===== src/rtl/fpx_pkg.sv =====
package fpx_pkg;

    localparam int NCAUSE = 5;
    localparam int CSR_W  = 2 * NCAUSE + 1;
    localparam int CODE_W = 12;

    typedef logic [NCAUSE-1:0] cause_vec_t;

    typedef struct packed {
        logic       fpu_on;
        cause_vec_t cause;
        cause_vec_t enable;
    } csr_t;

    typedef enum logic [1:0] {
        SRC_NONE  = 2'd0,
        SRC_SIG   = 2'd1,
        SRC_UNIMP = 2'd2,
        SRC_OFF   = 2'd3
    } trap_src_e;

    localparam logic [CODE_W-1:0] CODE_OFF   = 12'h1c0;
    localparam logic [CODE_W-1:0] CODE_UNIMP = 12'h1c8;
    localparam logic [CODE_W-1:0] CODE_SIG   = 12'h1d0;

    // Lowest-numbered set bit wins (invalid is most urgent).
    function automatic cause_vec_t first_set(input cause_vec_t req);
        cause_vec_t res;
        logic       found;
        res   = '0;
        found = 1'b0;
        for (int i = 0; i < NCAUSE; i++) begin
            if (req[i] && !found) begin
                res[i] = 1'b1;
                found  = 1'b1;
            end
        end
        return res;
    endfunction

    function automatic logic [CODE_W-1:0] code_of(input trap_src_e src);
        case (src)
            SRC_OFF:   return CODE_OFF;
            SRC_UNIMP: return CODE_UNIMP;
            SRC_SIG:   return CODE_SIG;
            default:   return '0;
        endcase
    endfunction

endpackage


===== src/rtl/fpx_cause_pick.sv =====
module fpx_cause_pick
    import fpx_pkg::*;
#(
    parameter int STAT_W = 8
) (
    input  logic              stat_vld,
    input  logic [STAT_W-1:0] op_status,
    input  cause_vec_t        enable,
    output cause_vec_t        pick,
    output logic              int_err
);

    cause_vec_t req;

    for (genvar i = 0; i < NCAUSE; i++) begin : g_req
        assign req[i] = op_status[i] & enable[i];
    end

    if (STAT_W > NCAUSE) begin : g_extra
        assign int_err = stat_vld & (|op_status[STAT_W-1:NCAUSE]);
    end else begin : g_noextra
        assign int_err = 1'b0;
    end

    assign pick = stat_vld ? first_set(req) : '0;

endmodule


===== src/rtl/fpx_csr.sv =====
module fpx_csr
    import fpx_pkg::*;
#(
    parameter bit FPU_PRESENT = 1'b1
) (
    input  logic             clk,
    input  logic             rst,
    input  logic             reg_wr,
    input  logic [CSR_W-1:0] reg_wdata,
    input  logic             start_op,
    input  cause_vec_t       pick,
    output csr_t             csr_q,
    output cause_vec_t       cause_nxt
);

    csr_t csr_d;

    always_comb begin
        csr_d = csr_q;
        if (reg_wr) begin
            csr_d = csr_t'(reg_wdata);
        end
        if (start_op) begin
            csr_d.cause = '0;
        end
        csr_d.cause = csr_d.cause | pick;
    end

    assign cause_nxt = csr_d.cause;

    always_ff @(posedge clk) begin
        if (rst) begin
            csr_q        <= '0;
            csr_q.fpu_on <= FPU_PRESENT;
        end else begin
            csr_q <= csr_d;
        end
    end

    // an instruction start with no fresh cause leaves the cause field empty
    p_start_clears_r3: assert property (@(posedge clk) disable iff (rst)
        start_op && (pick == '0) |=> (csr_q.cause == '0));

    // with no write, start or pick, the word keeps its value
    p_hold_word_r2: assert property (@(posedge clk) disable iff (rst)
        !reg_wr && !start_op && (pick == '0) |=> $stable(csr_q));

endmodule


===== src/rtl/fpx_trap_gen.sv =====
module fpx_trap_gen
    import fpx_pkg::*;
(
    input  logic              clk,
    input  logic              rst,
    input  logic              fp_off_issue,
    input  logic              fp_unimp_issue,
    input  logic              op_done,
    input  cause_vec_t        cause_nxt,
    output logic              trap_req,
    output logic [CODE_W-1:0] trap_code
);

    trap_src_e src;

    always_comb begin
        src = SRC_NONE;
        if (fp_off_issue) begin
            src = SRC_OFF;
        end else if (fp_unimp_issue) begin
            src = SRC_UNIMP;
        end else if (op_done && (cause_nxt != '0)) begin
            src = SRC_SIG;
        end
    end

    always_ff @(posedge clk) begin
        if (rst) begin
            trap_req  <= 1'b0;
            trap_code <= '0;
        end else begin
            trap_req  <= (src != SRC_NONE);
            trap_code <= code_of(src);
        end
    end

    // no source in a cycle means no trap in the next
    p_no_spurious_r6: assert property (@(posedge clk) disable iff (rst)
        !fp_off_issue && !fp_unimp_issue && !op_done |=> !trap_req);

    // the FPU-off source always wins the code
    p_off_code_r7: assert property (@(posedge clk) disable iff (rst)
        fp_off_issue |=> trap_req && (trap_code == CODE_OFF));

    // code is zero whenever no trap is requested
    p_idle_code_r9: assert property (@(posedge clk) disable iff (rst)
        !trap_req |-> (trap_code == '0));

endmodule


===== src/rtl/fpx_trap_ctrl.sv =====
module fpx_trap_ctrl
    import fpx_pkg::*;
#(
    parameter int STAT_W      = 8,
    parameter bit FPU_PRESENT = 1'b1
) (
    input  logic              clk,
    input  logic              rst,
    input  logic              start_op,
    input  logic              stat_vld,
    input  logic [STAT_W-1:0] op_status,
    input  logic              op_done,
    input  logic              fp_off_issue,
    input  logic              fp_unimp_issue,
    input  logic              reg_wr,
    input  logic [CSR_W-1:0]  reg_wdata,
    output logic [CSR_W-1:0]  reg_rdata,
    output logic              write_enable,
    output logic              trap_req,
    output logic [CODE_W-1:0] trap_code,
    output logic              fpu_enable,
    output logic              int_err
);

    csr_t       csr_q;
    cause_vec_t pick;
    cause_vec_t cause_nxt;

    fpx_cause_pick #(.STAT_W(STAT_W)) pick_i (
        .stat_vld  (stat_vld),
        .op_status (op_status),
        .enable    (csr_q.enable),
        .pick      (pick),
        .int_err   (int_err)
    );

    fpx_csr #(.FPU_PRESENT(FPU_PRESENT)) csr_i (
        .clk       (clk),
        .rst       (rst),
        .reg_wr    (reg_wr),
        .reg_wdata (reg_wdata),
        .start_op  (start_op),
        .pick      (pick),
        .csr_q     (csr_q),
        .cause_nxt (cause_nxt)
    );

    fpx_trap_gen trap_i (
        .clk            (clk),
        .rst            (rst),
        .fp_off_issue   (fp_off_issue),
        .fp_unimp_issue (fp_unimp_issue),
        .op_done        (op_done),
        .cause_nxt      (cause_nxt),
        .trap_req       (trap_req),
        .trap_code      (trap_code)
    );

    assign reg_rdata    = csr_q;
    assign fpu_enable   = csr_q.fpu_on;
    assign write_enable = stat_vld && (pick == '0);

    // an enabled invalid flag always lands in cause bit 0
    p_invalid_first_r4: assert property (@(posedge clk) disable iff (rst)
        stat_vld && op_status[0] && csr_q.enable[0] |=> csr_q.cause[0]);

    // the write permission only appears with valid status
    p_we_needs_status_r5: assert property (@(posedge clk) disable iff (rst)
        write_enable |-> stat_vld);

    // internal error only reported with valid status
    p_interr_status_r10: assert property (@(posedge clk) disable iff (rst)
        int_err |-> stat_vld);

endmodule


===== config.mk =====
export PLATFORM = sky130hd
export DESIGN_NAME = fpx_trap_ctrl
export DESIGN_NICKNAME = d
export VERILOG_FILES = /design/src/rtl/fpx_pkg.sv /design/src/rtl/fpx_cause_pick.sv /design/src/rtl/fpx_csr.sv /design/src/rtl/fpx_trap_gen.sv /design/src/rtl/fpx_trap_ctrl.sv
export SDC_FILE = /design/constraint.sdc
export NUM_CORES = 1
export LEC_CHECK = 0
export ABC_AREA = 1
export BUFFER_PORTS_ARGS = -buffer_cell sky130_fd_sc_hd__clkbuf_2
export CORE_MARGIN = 5
export CORE_UTILIZATION = 39
export CTS_CLUSTER_DIAMETER = 60
export DETAILED_ROUTE_END_ITERATION = 12
export PLACE_DENSITY = 0.77
export SKIP_LAST_GASP = 1
export SYNTH_ARGS = -nofsm -noshare
export SYNTH_HDL_FRONTEND = slang
export SYNTH_SLANG_ARGS = --single-unit

===== constraint.sdc =====
create_clock -name clk -period 1.1 [get_ports clk]
set_input_delay 0.055 -clock clk [delete_from_list [all_inputs] [get_ports clk]]
set_output_delay 0.055 -clock clk [all_outputs]
set_load 0.01 [all_outputs]

* Word-level counts from Yosys, hierarchy flattened
Cells that the tools add are included.
** Cells by class
- Reduce and logical (&&, ||, !) cells :: 14
- Eq/ne operators :: 3
- Bitwise operators :: 7
- Multiplexer cells :: 15
** Operators by type and width (count)
- $pmux 9 s3 :: 1
- $mux 10 :: 1
- $mux 5 :: 2
- $mux 1 :: 9
- $and 1x1->1 :: 6
- $logic_and 1x1->1 :: 6
- $logic_not 5->1 :: 1
- $or 5x5->5 :: 1
- $reduce_bool 5->1 :: 1
- $eq 2x2->1 const B :: 2
- $logic_not 1->1 :: 4
- $mux 2 :: 2
- $reduce_or 3->1 :: 1
- $eq 2x1->1 const B :: 1
- $reduce_bool 2->1 :: 1
** Word-level totals
- Flip-flop bits (word level) :: 24
- Output and inout port bits :: 27
- Input bits :: 27
- Word-level logic and storage cells :: 44

* Depth between registers and ports, before layout
Gate-level depths: netlist (run 1).
- Depth in word-level cells :: 23
- Mapped depth :: 8
- Gate-level depth less buffers :: 8

* By module
Synthesis (run 1) repeated with hierarchy kept, for this count alone.
** Second synthesis, totals
- Cell total of the unflattened synthesis :: 128
- Area total of the unflattened synthesis :: 799.5 um2
** Modules (own cells, without submodules)
- fpx_csr :: seq. area each 220.2 um2, area each 485.5 um2, cells an instance 74, instances 1
- fpx_trap_gen :: seq. area each 60.1 um2, area each 196.4 um2, cells an instance 28, instances 1
- fpx_cause_pick :: seq. area each 0.0 um2, area each 85.1 um2, cells an instance 19, instances 1
- fpx_trap_ctrl :: seq. area each 0.0 um2, area each 32.5 um2, cells an instance 7, instances 1

* Least setup slack after synthesis (run 1)
OpenSTA, ideal clock, no wires.
- Path type :: register to register
- Start :: register csr_i.csr_q[0] (netlist name)
- End :: register trap_i.trap_code[7]
- Arrival :: 0.970 ns
- Stages on the path, launching flop included :: 8
- Data required time :: 0.986 ns
- Setup slack :: 0.017 ns
- Buffers on the path :: 0
- Period minus slack after synthesis :: 1.083 ns
- Setup time :: 0.114 ns
- Cells stage by stage :: dfxtp_1 -> nand2_1 -> nand3_1 -> nor2_1 -> nor2_1 -> nand3_1 -> nand2_1 -> nand2_1
** Between the ends
- Cells in the longest elaborated chain, start to end :: 23
- Elaborated cells on any way between the ends :: 28
- Classes of those cells :: 3 x eq/ne; 13 x mux; 2 x bitwise; 10 x reduce/logical
** RTL lines
- $and 1x1->1 (*) :: RTL line fpx_cause_pick.sv:16 : assign req[i] = op_status[i] & enable[i];
- $mux 1 (*) :: RTL line fpx_pkg.sv:33 : if (req[i] && !found) begin
- $logic_not 1->1 :: RTL line fpx_pkg.sv:33
- $logic_and 1x1->1 :: RTL line fpx_pkg.sv:33
- $mux 1 :: RTL line fpx_pkg.sv:33
- $logic_not 1->1 :: RTL line fpx_pkg.sv:33
- $logic_and 1x1->1 :: RTL line fpx_pkg.sv:33
- $mux 1 :: RTL line fpx_pkg.sv:33
- [7 not listed]
- $or 5x5->5 (*) :: RTL line fpx_csr.sv:26 : csr_d.cause = csr_d.cause | pick;
- $reduce_bool 5->1 (*) :: RTL line fpx_trap_gen.sv:22 : end else if (op_done && (cause_nxt != '0)) begin
- $logic_and 1x1->1 (*) :: RTL line fpx_trap_gen.sv:22
- $mux 1 (*) :: RTL line fpx_trap_gen.sv:22
- $mux 2 (*) :: RTL line fpx_trap_gen.sv:20 : end else if (fp_unimp_issue) begin
- $mux 2 (*) :: RTL line fpx_trap_gen.sv:18 : if (fp_off_issue) begin
- $eq 2x1->1 or $eq 2x2->1 (tied branches) :: RTL line fpx_pkg.sv:42 : case (src)
- $pmux 9 s3 (*) :: RTL line fpx_pkg.sv:42
- end signal: assignment :: RTL line fpx_trap_gen.sv:33 : trap_code <= code_of(src);
- end: declaration :: RTL line fpx_trap_gen.sv:11 : output logic [CODE_W-1:0] trap_code
Mark *: on every way between the ends. The rest lies on a longest branch, timed or not.
A chain may end at the register's enable or synchronous reset.

* Final worst setup path (run 1)
- Start :: register csr_i.csr_q[1] (netlist name)
- End :: register trap_i.trap_code[7]
** Between the ends
- Cells in the longest elaborated chain, start to end :: 21
- Elaborated cells on any way between the ends :: 26
- Classes of those cells :: 3 x eq/ne; 12 x mux; 2 x bitwise; 9 x reduce/logical
** RTL lines (RTL line)
- $and 1x1->1 (*) :: fpx_cause_pick.sv:16
- $logic_and 1x1->1 (*) :: fpx_pkg.sv:33
- $mux 1 :: fpx_pkg.sv:33
- $logic_not 1->1 :: fpx_pkg.sv:33
- $logic_and 1x1->1 :: fpx_pkg.sv:33
- $mux 1 :: fpx_pkg.sv:33
- $logic_not 1->1 :: fpx_pkg.sv:33
- $logic_and 1x1->1 :: fpx_pkg.sv:33
- [5 not listed]
- $or 5x5->5 (*) :: fpx_csr.sv:26
- $reduce_bool 5->1 (*) :: fpx_trap_gen.sv:22
- $logic_and 1x1->1 (*) :: fpx_trap_gen.sv:22
- $mux 1 (*) :: fpx_trap_gen.sv:22
- $mux 2 (*) :: fpx_trap_gen.sv:20
- $mux 2 (*) :: fpx_trap_gen.sv:18
- $eq 2x1->1 or $eq 2x2->1 (tied branches) :: fpx_pkg.sv:42
- $pmux 9 s3 (*) :: fpx_pkg.sv:42
Marked as above.

==> results.txt, run 1 <==
The total of flip-flops plus latches after synthesis is 14. The clock reaches the later pin of the worst-skew pair after 280 ps. The post-route worst setup slack was -72.47 ps; the routed length per placed instance was 11.39 um. In the final layout, the share of cells above drive strength 1 is 46.06%. After detailed routing, the number of remaining DRC violations is 0. The logs give -4.023 ps for the worst setup slack after placement and 10 for the maximum number of pins on one net before global-route repair. For the count of H-tree levels built during CTS, the log shows 1. The number of nets in the final layout is 194.

The tool flagged a number of max-cap violations equal to 0. The share of total power dissipated in the clock network is 24.5%. The logs give 2.164 mm for the total detailed-routing wirelength and 0.8098 mW for the internal power component. The minimum clock period is 1172 ps, and the total CTS buffers is 3. The first-pass iteration count of the detailed router was 4.

For the final number of setup-violating endpoints, the log shows 3. The type of the worst setup path was register to register. 54 I/O pins were placed. The antenna diode count is 0. The completed layout was analyzed and its total power is 1.159 mW. The worst hold path belongs to the class input pin to register. The count of final hold-check violations was 1. The power per cell area is 1063 nW/um2, and the area of the core region is 1783 um2. The tools report the DRC violation total after the first TritonRoute iteration as 7.

Data arrives at the worst endpoint at 1350 ps. Counting every instance in the synthesized netlist gives 111. Routability-driven placement finished with a final weighted congestion of 0.7598. Net switching is 30.16% of the power. For this design the static power due to leakage is 0.6176 nW. The final reports fail on hold timing, setup timing.

Global routing used 14.61% of the available tracks across all layers. The longest clock path from root to sink contains 2 buffers. The run gives 15 as the number of cell rows.

In the global route stage, met1 resource usage came out at 16.86%. In this run the remaining antenna-violating nets after routing total 0. The tree is rooted in a sky130_fd_sc_hd__clkbuf_4.

The worst setup path is captured at a register. Global routing consumed, on the met3 layer, 1.662% of the routing resources. Along the worst path, the maximum fanout reaches 2.

The run gives -2.266 ps as the worst hold slack across all endpoints. For this configuration, the core starts out at a cell density of 42.04%. For the cell total after placement, the log shows 178. For the net switching power figure, the log shows 0.3497 mW. The count of yosys warnings during synthesis came out at 0.

Once detailed placement completed, the half-perimeter wirelength came to 1.664 mm. The run gives 647.7 uV as the worst supply voltage drop on vdd. The run gives 26.61% as the met2 capacity usage during global routing. The peak-usage layer in the global routing report was met2.

Per report_power, the sequential group accounts for 48.4% of the total. TritonCTS built the clock tree. For the number of antenna violations at the first check in global routing, the log shows 0.

The number of port buffers is 46, and the overall die area is 2898 um2. On the final layout, the worst clock skew is 5.874 ps. Per-instance average area after synthesis: 6.752 um2.

Compared with the post-synthesis result, the final layout area differs by 45.58%. The number of fill cells was 171. The post-route clock period utilization works out to 106.6%.

For the wire length of the first global-routing pass, the log shows 3.187 mm. The run gives 782 as the via count of the first global-routing pass. The number of vias in the routed layout is 865, and the die boundary height is 53.84 um.

The final standard cell count with taps included and fillers excluded was 190; the critical path data required time was 1270 ps. After synthesis the cells add up to 749.5 um2. The post-synthesis sequential area ratio is 37.40%. The tree built by TritonCTS fans out to 14 sinks. Using the TritonRoute via totals, the vias-per-cell ratio works out to 4.553. The die is 53.84 um wide. For the max-slew violation count, the log shows 0. The run gives 0 as the overflow left after global routing. The run finished, with violations left. The part of the total power dissipated in combinational logic was 27.2%; the clock-pin slew on the worst setup and hold paths was 80 ps. The run gives 21 as the number of unique standard cell types used by synthesis.

Setup repair after global routing could not meet its margin everywhere. The maximum operating frequency was 0.8529 GHz. The kind of launch point of the worst setup path is a register.
## power by group through the flow
stage          clock, mW  combinational (mW)  sequential (mW)
2_1_floorplan          0               0.160            0.583
3_3_place_gp           0               0.260            0.567
3_5_place_dp           0               0.266            0.570
4_1_cts            0.288               0.304            0.560
5_1_grt            0.301               0.349            0.564
6_report           0.284               0.315            0.561
## worst max-delay path: stages (launching register included)
cell	delay (ps)
sky130_fd_sc_hd__dfxtp_2	350
sky130_fd_sc_hd__nand2_2	60
sky130_fd_sc_hd__nand3_2	90
sky130_fd_sc_hd__buf_4	130
sky130_fd_sc_hd__nor2_2	40
sky130_fd_sc_hd__nor2_1	140
sky130_fd_sc_hd__nand3_1	120
sky130_fd_sc_hd__nand2_2	90
sky130_fd_sc_hd__nand2_1	50
## final cells by class
| class | instances | area, um2 | area share (%) |
|---|---|---|---|
| inverter | 12 | 45.04 | 4.128 |
| timing repair buffer | 58 | 330.3 | 30.28 |
| clock buffer | 3 | 22.52 | 2.064 |
| sequential | 14 | 285.3 | 26.15 |
| multi-input combinational | 78 | 376.6 | 34.52 |
| tap | 25 | 31.28 | 2.867 |
## synth_stat cells
cell type / number / area [um2]
sky130_fd_sc_hd__nand2_2: 1 / 6.260
sky130_fd_sc_hd__dfxtp_1: 14 / 280.3
sky130_fd_sc_hd__nand3_2: 2 / 20.02
sky130_fd_sc_hd__a211oi_1: 1 / 7.510
sky130_fd_sc_hd__o21ai_1: 1 / 5.000
sky130_fd_sc_hd__nand4_1: 2 / 12.51
sky130_fd_sc_hd__o21ai_2: 1 / 8.760
sky130_fd_sc_hd__buf_6: 1 / 11.26
sky130_fd_sc_hd__nand3_1: 7 / 35.03
sky130_fd_sc_hd__or2_2: 1 / 6.260
sky130_fd_sc_hd__nor3_1: 2 / 10.01
sky130_fd_sc_hd__a21oi_1: 3 / 15.01
sky130_fd_sc_hd__inv_1: 11 / 41.29
sky130_fd_sc_hd__nand2_1: 20 / 75.07
sky130_fd_sc_hd__nor2_1: 24 / 90.09
sky130_fd_sc_hd__conb_1: 1 / 3.750
sky130_fd_sc_hd__clkbuf_1: 1 / 3.750
sky130_fd_sc_hd__inv_2: 1 / 3.750
sky130_fd_sc_hd__o21ai_0: 5 / 25.02
sky130_fd_sc_hd__or2_1: 1 / 6.260
sky130_fd_sc_hd__buf_4: 11 / 82.58
## timing repair
action                                 4_1_cts  5_1_grt
pin swaps                                    3        1
setup endpoints to repair                    3        4
endpoints found under the hold margin        4        0
setup buffers                                4        1
gates resized for setup                      9        5
hold buffers                                 4        0
## cell usage in the layout (no fill, tap or decap), drive strengths merged
master       synthesis  layout
clkbuf               1      48
nor2                24      24
nand2               21      21
dfxtp               14      14
inv                 12      12
buf                 12       9
nand3                9       9
conb                 1       7
o21ai                7       7
dlygate4sd3          0       4
a21oi                3       3
nor3                 2       2
nand4                2       2
or2                  2       2
a211oi               1       1
## kinds of logic after synthesis
group                  after synthesis  synth area share, %
AO/OA/AOI/OAI                       11                8.179
AND/OR/NAND/NOR                     60                34.89
other                                1               0.5004
flip-flops                          14                37.40
buffers and inverters               25                19.03
## per-layer routing
layer  vias up  share of wire [%]
met5         -                  0
met3         4                7.3
li1        438                  -
met2        34                 53
met4         0                1.4
met1       389                 38
## metrics by stage
step | utilization (%) | setup TNS, ps | instance area, um2
finish | 61.19 | -183.6 | 1091
global route | 61.19 | -357.2 | 1091
CTS | 60.21 | -82.99 | 1074
detailed placement | 53.75 | -4.023 | 958.4
global placement | 53.75 | 0 | 958.4
floorplan | - | 0 | 772.0
## final timing paths
path / cells after the start / end / start / slack, ps
worst max-delay path: 8 / trap_i.trap_code[7] / csr_i.csr_q[1] / -70
worst min-delay path: 3 / csr_i.csr_q[4] / reg_wdata[4] / -2
worst max register to register: 8 / trap_i.trap_code[7] / csr_i.csr_q[1] / -70
worst min register to register: 2 / csr_i.csr_q[10] / csr_i.csr_q[10] / 490
## flip-flops by register name, summed over array words and instances (netlist names)
signal	count
csr_i.csr_q	11
trap_i.trap_code	3
Power figures use the tool's default switching activity.
==> inputs of run 2 (changes only) <==
- PLACE_DENSITY: 0.77 -> 0.74
- SETUP_SLACK_MARGIN: not set -> 0.15
==> run 2 against run 1 <==
  * The run ends with setup timing left
  * Critical path type unchanged
  * Via count grew 2.0%
  * Largest power group unchanged
  * Sequential power is essentially flat
  * Maximum frequency increased by 0.28%
==> results.txt, run 2 (synthesis gave the netlist of run 1 again) <==
The run finished, with violations left. The final reports fail on setup timing. The maximum number of pins on one net before global-route repair was 10; the routed length per placed instance was 11.91 um. The repair_antennas step left the layout with diodes totalling 0. STA puts the critical path data arrival time at 1350 ps. The tools report the clock net sink count as 14. The slowest cell on the critical path is sky130_fd_sc_hd__dfxtp_2. Summed over all nets, the switching power comes to 0.3650 mW.

The register with the most flip-flops in the layout has 11 of them. The tools report the final weighted congestion in routability-driven placement as 0.8556. The clock-pin slew on the worst setup and hold paths is 90 ps. The largest stage delay on the critical path was 350 ps; the worst supply voltage drop on vdd was 747.9 uV.

For this run, the detailed router's first-pass iteration total came to 4. The largest registers in the layout are csr_i.csr_q x11, trap_i.trap_code x3. The critical path endpoint category is a register. The count of nets left with antenna violations once routing finished came out at 0. In this run the horizontal extent of the chip is 53.84 um. Registers are responsible for 44.4% of the overall power. The part of the total power dissipated in combinational logic came out at 26.2%. The library cell used most frequently in the layout, excluding fill and tap cells, is sky130_fd_sc_hd__clkbuf_2. Prior to clock tree synthesis, the placed netlist has a worst setup slack of 51.23 ps. The switching part of the total works out to 28.91%. For the maximum operating frequency, the log shows 0.8553 GHz. Cell internal power was estimated by the tool at 0.8974 mW.

The number of fill cells is 140, and the number of port buffers is 46. The number of ports placed on the die boundary was 54; the DRC violation total after the first TritonRoute iteration was 21. The total power of the final layout came out at 1.262 mW.

Detailed routing inserted a total of 882 vias. In this run the deepest clock path goes through 2 buffers. Setup repair after global routing could not meet its margin everywhere.

In the layout the commonest cells are sky130_fd_sc_hd__clkbuf_2 (43), sky130_fd_sc_hd__nor2_1 (22), sky130_fd_sc_hd__nand2_1 (15). Global routing used 15.59% of the available tracks. For the wire length of the first global-routing pass, the log shows 3.139 mm.

The type of the worst setup path is register to register. The tools report the via count of the first global-routing pass as 748. Data on the critical path is required at its endpoint by 1280 ps. The tools report the CTS root buffer as sky130_fd_sc_hd__clkbuf_4. The tools report the kind of launch point of the worst setup path as a register. The core region is 1783 um2. Class of the worst hold path: input pin to register. The die is 53.84 um tall. The tools report the max-slew violation count as 0. The signal on the critical path passes through nand2_2 > nand3_2 > buf_4 > nor2_2 > nor2_1 > nand3_1 > nand2_1 > nand2_1. For the count of H-tree levels built during CTS, the log shows 1.

Of the available clock period, the critical path in the final layout requires 106.3%. The wire-length estimate of the detail-placed layout is 1.625 mm. The number of nets in the final layout is 197, and the count of unresolved DRC violations after routing is 0. For the number of cell rows, the log shows 15. csr_i.csr_q holds more flip-flops than any other register. From synthesis to final layout, the design area changed by 53.26%. Clock skew on the completed layout was measured at 6.321 ps. The per-cell via count in the routed design was 4.546; the minimum clock period was 1169 ps. In this run the worst path has a maximum fanout of 3. The post-route netlist has 46.15% of its cells at a drive strength greater than 1. For the total detailed-routing wirelength, the log shows 2.310 mm. Summed over all cells, the static leakage comes to 0.6399 nW. Power spread over the standard cell area amounts to 1099 nW/um2. For this run the aggregate overflow at the end of global routing stands at 0. The total CTS buffers is 3. The source-to-sink clock delay at the later pin of the worst-skew pair came out at 280 ps.

TritonCTS built the clock tree. The number of violations of the max-capacitance limit is 0, and the count of final hold-check violations is 0. For the clock share of power, the log shows 29.5%. The floorplan step defined a die boundary enclosing 2898 um2. The post-route worst setup slack came out at -69.17 ps. The final number of setup-violating endpoints is 4. The tools report the number of antenna violations at the first check in global routing as 0. The cell that appears most often on the critical path is sky130_fd_sc_hd__nand2_1. The initial utilization of the core area, before any placement, comes to 42.04%.
==> run 2: routing by layer <==
metal	track usage, %	vias to the layer above	share of wire [%]
met1	15.72	387	37
met2	27.02	46	52
met4	11.49	0	2.3
met3	4.432	5	8.7
li1	-	444	-
met5	0	-	0
==> run 2: worst paths after layout <==
| check | slack (ps) | cells past startpoint | end | startpoint |
|---|---|---|---|---|
| worst max register to register | -70 | 8 | trap_i.trap_code[7] | csr_i.csr_q[2] |
| worst max-delay path | -70 | 8 | trap_i.trap_code[7] | csr_i.csr_q[2] |
| worst min-delay path | 20 | 3 | trap_i.trap_code[3] | fp_unimp_issue |
| worst min register to register | 490 | 2 | csr_i.csr_q[10] | csr_i.csr_q[10] |
==> run 2: critical path, delay by kind of cell, from the launching register on <==
family / cells / cell delay (ps)
and+or+nand+nor: 7 / 600
DFF: 1 / 350
buffers and inverters: 1 / 120
==> run 2: power groups by stage <==
stage	registers [mW]	clock network [mW]	logic [mW]
6_report	0.560	0.372	0.330
5_1_grt	0.564	0.408	0.360
4_1_cts	0.559	0.383	0.314
3_5_place_dp	0.572	0	0.263
3_3_place_gp	0.570	0	0.260
2_1_floorplan	0.585	0	0.162
==> run 2: layout make-up <==
type,instances,area [um2],share of cell area (%)
inverter,12,45.04,3.922
clock buffer,4,36.28,3.159
timing repair buffer,61,372.9,32.46
sequential,14,286.5,24.95
multi-input combinational,78,376.6,32.79
tap,25,31.28,2.723
==> run 2: through the flow <==
step	TNS (ps)	hold slack [ps]	area [um2]	utilization, %	cells
after floorplan	0	132.5	782.0	-	117
after global placement	0	231.4	960.9	53.89	177
after detailed placement	0	237.0	960.9	53.89	177
after CTS	-145.3	6.282	1125	63.09	194
after global routing	-365.1	20.90	1149	64.42	194
final	-183.5	17.42	1149	64.42	194
==> run 2: what timing repair did <==
action | CTS | global route
hold endpoints to repair | 7 | 0
gates resized for setup | 4 | 10
setup endpoints to repair | 3 | 7
setup buffers | 6 | 0
pin swaps | 6 | 2
hold buffers | 7 | 0
==> inputs of run 3 (changes only) <==
- GPL_TIMING_DRIVEN: not set -> 0
==> run 3 against run 2 <==
  * Die area did not move
  * Clock-buffer cell count fell by 1
  * Maximum frequency grew 3.6%
  * Largest power group unchanged
  * Sequential share of layout area fell by 0.13 points
  * Worst hold slack worse by 18 ps
  * Via count rose by 1.4%
  * First-iteration DRC count decreased by 19%
  * The flow finishes with violations (hold timing, setup timing)
  * Critical path type is now register to primary output
  * Critical path depth decreased by 4
  * Combinational power rose by 3%
  * Cell area grew 1.4%
  * Clock skew rose by 2.4 ps
  * Non-clock buffer count up 4
==> results.txt, run 3 (synthesis gave the netlist of run 1 again) <==
The min-delay analysis places its worst path in the category input pin to register. The fraction of layout cells with a size suffix above 1 came out at 48.84%. For this design, the sink count on the clock tree is 14. After floorplanning, the core was sized to cover 1783 um2.

Clock tree synthesis selected as its root buffer the cell sky130_fd_sc_hd__clkbuf_4. The critical path in this run is classified as register to primary output. The tools report the worst hold slack across all endpoints as -0.5767 ps. The switching part of the total is 29.55%. Setup violations remaining at the end of the flow were counted as 2. The kind of cell with the highest combined delay on the critical path was flip-flops.

The global routing usage summed across all routing layers is 14.33%. The cell total after placement is 187, and the maximum fanout encountered on the critical timing path is 3. Most frequent standard cell in the layout excluding fill and tap cells: sky130_fd_sc_hd__clkbuf_2. The run gives 270 ps as the source-to-sink clock delay at the later pin of the worst-skew pair. The slowest cell on the critical path was sky130_fd_sc_hd__dfxtp_2.

The largest stage delay on the critical path was 340 ps; the count of H-tree levels built during CTS was 1. Port buffering added 45 buffers. In this run the power spent charging and discharging nets is 0.3496 mW. The design area came out at 1165 um2. Across the run, the number of max-cap violations was 0. The run gives 0 as the max-slew violation count. STA classifies the critical path endpoint as a primary output. The via count of the first global-routing pass was 746. The logs give 1039 um2 for the cell area reported after detailed placement and 394.1 um2 for the multi-input logic area. The die is 53.84 um wide. The flow ran to the end, but the final reports show violations. TritonCTS built the clock tree. The maximum number of pins on one net before global-route repair came out at 11. The register with the most flip-flops in the layout has 11 of them.

For the final database, setup skew stands at 8.674 ps. The tools report the number of cell rows as 15. Register with the most flip-flops: csr_i.csr_q.

For the overflow left after global routing, the log shows 0. The tools report the number of fill cells as 151. The maximum root-to-sink buffer count was 2; the per-cell via count in the routed design was 4.538.

Registers take 289.0 um2. The kind of launch point of the worst setup path is a register. Once detail routing completed, the nets flagged for antenna violations numbered 0. Clock share of power: 23.4%. For the number of ports placed on the die boundary, the log shows 54. For the final weighted congestion in routability-driven placement, the log shows 0.8042. The tools report the post-route worst setup slack as -28.54 ps.

Once layout is complete, the cells apart from fillers number 197. Area growth from synthesis to final layout: 55.43%. The critical path buffer and inverter count works out to 1.

The data arrival at the endpoint of the critical path was 1070 ps; the critical path data required time was 1040 ps. The largest registers in the layout are csr_i.csr_q x11, trap_i.trap_code x3. Once the floorplan was initialized, standard cells occupied 42.04% of the core. In the layout the commonest cells are sky130_fd_sc_hd__clkbuf_2 (44), sky130_fd_sc_hd__nor2_1 (23), sky130_fd_sc_hd__nand2_1 (16). For the part of the total power dissipated in combinational logic, the log shows 28.7%.

The power per cell area was 1016 nW/um2. Maximum operating frequency: 0.8861 GHz. The power share of the sequential group came out at 47.9%. The overall die area was 2898 um2; the post-route clock period utilization was 102.6%. The run gives 17 as the DRC violation total after the first TritonRoute iteration. Across the VDD grid, the largest voltage drop is 575.9 uV. In the routed design, unresolved DRC markers number 0. Setup repair after global routing could not meet its margin everywhere. The clock-pin slew on the worst setup and hold paths is 80 ps, and the detailed placer's ending HPWL is 1.594 mm. The signal on the critical path passes through nand2_4 > nand3_4 > a211oi_2 > buf_2. The logs give 1 for the count of final hold-check violations and 0 for the antenna diode count. For the number of antenna violations at the first check in global routing, the log shows 0. The checks that failed: hold timing, setup timing. Measured along the y axis, the die boundary spans 53.84 um. Summed over all cells, the static leakage comes to 0.6759 nW. In the final routed layout, each cell accounts on average for 10.76 um. Before antenna repair, the detailed router went through 4 iterations. The minimum clock period is 1129 ps, and the wire length of the first global-routing pass is 3.077 mm. The tools report the number of vias in the routed layout as 894. Internal power comes to 0.8334 mW.

The number of nets in the final layout came out at 201. The total CTS buffers is 3, and the total detailed-routing wirelength is 2.120 mm.
## run 3: cell count changes in the layout (fill, tap and decap cells not counted), sizes merged
cell         previous run  this run
clkbuf                 47        48
buf                    11        17
dlygate4sd3             7         3
## run 3: layer usage
layer	wire length (um)	share of wire, %	GRT usage [%]
met3	143	6.7	1.385
met2	1168	55	28.43
met5	0	0	0
met4	24	1.1	6.383
met1	783	37	14.72
## run 3: what timing repair did
item                                    CTS  global route
pin swaps                                 5             2
setup buffers                             3             1
gates resized for setup                   5             9
endpoints found under the setup margin    3             9
hold buffers                              3             0
hold endpoints to repair                  3             0
## run 3: tightest hold or removal path, stage by stage
cell and delay, ps:
sky130_fd_sc_hd__clkbuf_2 70, sky130_fd_sc_hd__nor2_1 30, sky130_fd_sc_hd__nor2_1 80
## run 3: path summary, 6_finish.rpt
| path | startpoint | end | slack [ps] | cells after the start |
|---|---|---|---|---|
| worst max-delay path | csr_i.csr_q[2] | write_enable | -30 | 4 |
| worst min-delay path | reg_wdata[2] | csr_i.csr_q[2] | -0.6 | 3 |
| worst max register to register | csr_i.csr_q[1] | trap_i.trap_code[7] | 0 | 7 |
| worst min register to register | csr_i.csr_q[10] | csr_i.csr_q[10] | 470 | 2 |
## run 3: metrics by stage
stage	util (%)	total power [mW]	TNS [ps]	setup slack, ps
floorplan	-	0.7469	0	99.81
global route	65.33	1.246	-193.9	-87.17
global placement	58.25	0.8630	0	69.44
finish	65.33	1.183	-33.40	-28.54
CTS	63.58	1.175	-54.58	-54.58
detailed placement	58.25	0.8697	0	38.74
## run 3: cell type report
| class | instances | share of cell area [%] |
|---|---|---|
| Sequential cell | 14 | 24.81 |
| Inverter | 12 | 3.867 |
| Timing Repair Buffer | 52 | 24.49 |
| Multi-Input combinational cell | 78 | 33.83 |
| Buffer | 13 | 8.378 |
| Clock buffer | 3 | 1.933 |
| Tap cell | 25 | 2.685 |
## run 3: power by group through the flow
stage                     registers, mW  clock network, mW  logic, mW
after floorplan                   0.585                  0      0.162
after global placement            0.571                  0      0.292
after detailed placement          0.572                  0      0.298
after CTS                         0.560              0.286      0.329
after global routing              0.569              0.304      0.373
final                             0.566              0.277      0.340
